==> src/rtl/kred_pkg.sv <==
package kred_pkg;
  // prime sets: p = (2^t - 1) * 2^m + 1
  localparam int unsigned SET_M [3] = '{9, 13, 12};
  localparam int unsigned SET_T [3] = '{4, 10, 2};
  localparam int unsigned SET_N [3] = '{13, 23, 14};
endpackage

==> src/rtl/kred_fold.sv <==
// One fold: y = k*x[M-1:0] - (x >>> M), with k = 2^T - 1
module kred_fold #(
  parameter int unsigned IN_W  = 27,
  parameter int unsigned OUT_W = 26,
  parameter int unsigned M     = 9,
  parameter int unsigned T     = 4
) (
  input  logic signed [IN_W-1:0]  x_i,
  output logic signed [OUT_W-1:0] y_o
);
  localparam int unsigned IW = IN_W + T + 2;

  logic signed [IW-1:0] lo_x, hi_x, k_lo;

  always_comb begin
    lo_x = $signed({{(IW-M){1'b0}}, x_i[M-1:0]});
    hi_x = IW'(x_i >>> M);
    k_lo = (lo_x <<< T) - lo_x;
    y_o  = OUT_W'(k_lo - hi_x);
  end
endmodule

==> src/rtl/kred_fix.sv <==
// Bring a value in (-p, 2p) into [0, p) from two sign tests
module kred_fix #(
  parameter int unsigned W = 16,
  parameter int unsigned N = 13,
  parameter int unsigned P = 7681
) (
  input  logic signed [W-1:0] z_i,
  output logic [N-1:0]        r_o
);
  localparam logic signed [W-1:0] P_S = W'(P);

  logic [1:0] code;

  always_comb begin
    code = {z_i < 0, z_i >= P_S};
    unique case (code)
      2'b10:   r_o = N'(z_i + P_S);
      2'b01:   r_o = N'(z_i - P_S);
      default: r_o = N'(z_i);
    endcase
  end
endmodule

==> src/rtl/kred_modmul.sv <==
module kred_modmul #(
  parameter int unsigned MOD_SEL = 1,
  localparam int unsigned M  = kred_pkg::SET_M[MOD_SEL],
  localparam int unsigned T  = kred_pkg::SET_T[MOD_SEL],
  localparam int unsigned N  = kred_pkg::SET_N[MOD_SEL]
) (
  input  logic         clk_i,
  input  logic         rst_ni,
  input  logic         valid_i,
  input  logic [N-1:0] a_i,
  input  logic [N-1:0] b_i,
  output logic         valid_o,
  output logic [N-1:0] result_o
);
  localparam int unsigned K  = (1 << T) - 1;
  localparam int unsigned P  = K * (1 << M) + 1;
  localparam int unsigned ZW = 2 * N;
  localparam int unsigned W1 = 2 * N + 2;
  localparam int unsigned W2 = N + 3;

  logic [ZW-1:0]        prod;
  logic signed [W1-1:0] z1_d, z1_q;
  logic signed [W2-1:0] z2_d, z2_q;
  logic [N-1:0]         r_d, r_q;
  logic                 v1_q, v2_q, v3_q;

  // stage 1: product and first fold
  assign prod = ZW'(a_i) * ZW'(b_i);

  kred_fold #(.IN_W(ZW + 1), .OUT_W(W1), .M(M), .T(T)) u_fold1 (
    .x_i ($signed({1'b0, prod})),
    .y_o (z1_d)
  );

  // stage 2: second fold
  kred_fold #(.IN_W(W1), .OUT_W(W2), .M(M), .T(T)) u_fold2 (
    .x_i (z1_q),
    .y_o (z2_d)
  );

  // stage 3: correction
  kred_fix #(.W(W2), .N(N), .P(P)) u_fix (
    .z_i (z2_q),
    .r_o (r_d)
  );

  always_ff @(posedge clk_i or negedge rst_ni) begin
    if (!rst_ni) begin
      v1_q <= 1'b0;
      v2_q <= 1'b0;
      v3_q <= 1'b0;
      z1_q <= '0;
      z2_q <= '0;
      r_q  <= '0;
    end else begin
      v1_q <= valid_i;
      v2_q <= v1_q;
      v3_q <= v2_q;
      if (valid_i) z1_q <= z1_d;
      if (v1_q)    z2_q <= z2_d;
      if (v2_q)    r_q  <= r_d;
    end
  end

  assign valid_o  = v3_q;
  assign result_o = r_q;
endmodule

==> config.mk <==
export PLATFORM = sky130hd
export DESIGN_NAME = kred_modmul
export DESIGN_NICKNAME = d
export VERILOG_FILES = /design/src/rtl/kred_pkg.sv /design/src/rtl/kred_fold.sv /design/src/rtl/kred_fix.sv /design/src/rtl/kred_modmul.sv
export SDC_FILE = /design/constraint.sdc
export NUM_CORES = 2
export LEC_CHECK = 0
export BUFFER_PORTS_ARGS = -buffer_cell sky130_fd_sc_hd__buf_2
export CAP_MARGIN = 10
export CORE_ASPECT_RATIO = 1.2
export CORE_MARGIN = 2
export CORE_UTILIZATION = 60
export CTS_BUF_LIST = sky130_fd_sc_hd__clkbuf_2
export CTS_CLUSTER_SIZE = 20
export DETAILED_ROUTE_END_ITERATION = 10
export GPL_TIMING_DRIVEN = 0
export PLACE_DENSITY = 0.8
export SYNTH_ARGS = -nofsm -noshare
export SYNTH_HDL_FRONTEND = slang
export SYNTH_SLANG_ARGS = --single-unit
==> constraint.sdc <==
create_clock -name clk_i -period 3.9 [get_ports clk_i]
set_input_delay 0.78 -clock clk_i [delete_from_list [all_inputs] [get_ports clk_i]]
set_output_delay 0.78 -clock clk_i [all_outputs]
set_load 0.05 [all_outputs]
==> results <==
- In the final routed layout, each cell accounts on average for about 24 µm.
- After floorplanning, the core was sized to cover 41,900 µm².
- The total of max-cap violations is 0.
- The count of warnings emitted by yosys is 0.
- In this run, CTS created clock tree buffers numbering 9.
- The number of max-slew violations in the final report came to 0.
- The met3 global-route usage is around 6.5%.
- No sink is reached through more buffers than the 2 on the longest clock path.
- The number of flip-flops and latches in the synthesized netlist is 86.
- The maximum net fanout on the critical path is 5.
- Setup violations remaining at the end of the flow were counted as 51.
- The share of synthesized cell area in full adder, half adder and majority cells is between 40 and 50%.
- The fill cell instance count of the final layout is ~2,800.
- The gate count after technology mapping is between 2,000 and 3,000.
- The global-route wire length before repair is around 130,000 µm.
- The final worst-path setup slack is -4.79 ns.
- The part of the Yosys area used for sequential elements is ~8.4%.
- The congestion estimate from routability-driven global placement came to approximately 1.0.
- The pin count of the biggest net entering global routing is 48.
- After clock tree synthesis, the clock-pin slew on the worst setup and hold paths is 0.26 ns.
- The multiplexer share of the synthesized area is under 10%.
- The worst path uses 223% of the clock period.
- The cell type of the slowest stage on the worst timing path is fa_1.
- Summing over every cut layer, the via total after detailed routing is 23,200.
- In this run the most used layer during global routing was met2.
- In the final layout, the multi-input gates occupy ~23,000 µm².
- Once layout is done, the placed cells without fillers occupy ~32,000 µm².
- STA classifies the critical path startpoint as a primary input.
- The first-pass iteration count of the detailed router is 5.
- The summed instance area of the synthesized netlist is about 26,000 µm².
- The leading cell type in the layout, fill and taps excluded is inv_1.
- The count of final hold-check violations was 0.
- The number of synthesized flops with an enable pin is 0.
- The synthesized netlist devotes between 4 and 5% of its cell area to XOR and XNOR gates.
- In the routed layout, each cell is associated on average with a via count of just over 6.
- The area growth from synthesis to layout is 25.6%.
- The type of element capturing the critical path is a flip-flop.
- Registers take 2160 µm².
- Counting cells, the worst reg-to-reg path comes to 18.
- The die span in y is between 200 and 250 µm.
- The remaining routing DRC violations is 0.
- Measured along the x axis, the die boundary spans 192 µm.
- The main flop type after synthesis is dfrtp_1.
- The floorplan step defined a die boundary enclosing approximately 44,000 µm².
- The async set-or-reset flop fraction in the synthesized netlist is 100%.
- The number of design-rule violations left by the first detailed-router iteration is approximately 1,600.
- In this run the remaining antenna-violating nets after routing total 0.
- The final layout contains approximately 4,000 nets.
- The worst relative slew slack is a little under a third.
- The mean area per synthesized cell is approximately 8.6 µm².
- The number of library cell types mapped by synthesis is 73.
- The initial utilization of the core area, before any placement, comes to between 60% and 70%.
- The met2 global-route usage is 67.4%.
- For the worst setup path, the data required time is 4.38 ns.
- The H-tree generated during clock tree synthesis spans 3 levels.
- The number of standard-cell rows in the floorplan is slightly above 80.
- The dominant combinational cell family by area after synthesis is adder cells.
- The setup path with the least slack is of type in2reg.
- The number of buffers inserted for hold repair after clock tree synthesis is 0.
- Of the total synthesized cell area, the portion taken by AND, OR, NAND and NOR gates is 17.2%.
- The cell repeated most along the worst path is fa_1.
- The clock network latency to the later pin of the worst-skew pair is 0.63 ns.
- Detailed placement ended at an HPWL of between 60,000 and 70,000 µm.
- Setup repair after global routing could not meet its margin everywhere.
- For this run, the slowest stage of the critical path takes ~0.57 ns.
- The worst path in the final design needs a cycle of slightly below 9 ns, including I/O delays and setup.
- The worst clock skew on the final layout is 0.0401 ns.
- The highest clock frequency the design can meet is 115 MHz.
- The remaining global-route overflow is 0.
- The slew at the pin closest to its max-slew limit is between 1 and 1.5 ns.
- Global routing consumed, on the met1 layer, between 40% and 50% of the routing resources.
- The checks that failed: setup timing.
- For the final routed database, the setup TNS stands at -145.50 ns.
- The flow ran to the end, but the final reports show violations.
- The CTS tree is built.
- The share of the synthesized area in compound gates (AO/OA/AOI/OAI) is between 10% and 20%.
- 73 I/O pins were placed.
- Prior to clock tree synthesis, the placed netlist has a worst setup slack of -6.53 ns.
- The kind of path behind the tightest hold check is in2async.
- The share of cells above drive strength 1 is roughly 23%.
- In this run the cell area measured after placement is approximately 27,000 µm².
- Global routing used approximately 40% of the available tracks.
- The total nets after synthesis is around 3,700.
- In this run the tool buffered the top-level ports with slightly above 70 buffer cells.
- The root cell of the clock tree is clkbuf_2.
- Leaving out fill and tap cells, the most frequent cells in the layout are inv_1, fa_1, nand2_1.
- The data arrival time at the worst-slack endpoint is roughly 9 ns.
- CTS saw 86 sinks.
- The total wire length after detailed routing is between 90,000 and 100,000 µm.
- The number of antenna violations at the first check in global routing is 4.
- The number of global-route vias before repair is between 20,000 and 25,000.
[routing by layer]
| layer | share of wire (%) | routed length, µm | vias to the layer above |
|---|---|---|---|
| met4 | 11 | 9790 | 0 |
| met5 | 0 | 0 | - |
| met2 | 48 | 43600 | 1439 |
| met3 | 8.7 | 7950 | 519 |
| li1 | - | - | 9910 |
| met1 | 33 | 30400 | 11400 |
[state kept, by name (all words and copies together), names as in the netlist]
name,flops
result_o,23
v1_q,1
v2_q,1
valid_o,1
z1_q,35
z2_q,25
[cells in the mapped netlist (51+ instances only)]
cell	instances	area, µm²
clkbuf_1	119	447
dfrtp_1	86	2150
xnor2_1	92	806
fa_1	441	8830
ha_1	260	3250
o21ai_0	51	255
inv_1	567	2130
a21o_1	54	405
and2_1	215	1350
a21oi_1	128	641
nor2_1	109	409
nand2_1	409	1540
[cell families (layout without fill, tap and decap cells)]
kind of cell	after synthesis	after routing
AND/OR/NAND/NOR	911	911
XOR/XNOR	136	136
other	0	4
buffers and inverters	692	975
flip-flops	86	86
multiplexers	46	46
adder cells (fa/ha/maj)	701	701
AO/OA/AOI/OAI	393	393
[final cells by class]
class,count,share of cell area [%]
Antenna cell,4,0.0312
Buffer,121,5.56
Clock buffer,9,0.141
Clock inverter,7,0.277
Inverter,567,6.66
Multi-Input combinational cell,2187,71.0
Sequential cell,86,6.74
Tap cell,546,2.13
Timing Repair Buffer,271,7.43
[critical path, delay by kind of cell]
family / cells / cell delay [ns]
multiplexers: 1 / 0.09
AND/OR/NAND/NOR: 7 / 1.53
adder cells (fa/ha/maj): 10 / 3.99
AO/OA/AOI/OAI: 7 / 1.38
XOR/XNOR: 3 / 0.48
buffers and inverters: 9 / 0.91
[per-stage QoR]
| stage | util [%] | std cells | hold slack (ns) |
|---|---|---|---|
| floorplan | - | 2965 | 0.391 |
| global placement | 65.3 | 3583 | 0.444 |
| detailed placement | 65.4 | 3584 | 0.457 |
| CTS | 72.0 | 3691 | 0.150 |
| global route | 76.5 | 3797 | 0.153 |
| finish | 76.6 | 3798 | 0.118 |
[worst paths after layout]
kind | startpoint | end | slack, ns
max in group asynchronous | rst_ni | z1_q[12] | 3.11
hold / removal | rst_ni | z2_q[6] | 0.12
setup reg to reg | z2_q[12] | result_o[22] | -0.87
min in group clk_i | valid_i | v1_q | 0.32
setup / recovery | a_i[7] | z1_q[27] | -4.79
hold reg to reg | v1_q | v2_q | 0.48
[timing repair]
action / CTS / global route
setup buffers: 90 / 105
cloned: 2 / 3
endpoints found under the hold margin: 0 / 0
resized for setup: 374 / 251
pin swaps: 90 / 137
setup endpoints to repair: 58 / 63
Power is left out: the tool's default activity adds up to more than one toggle a clock period on the data nets, which glitch-free logic cannot reach.
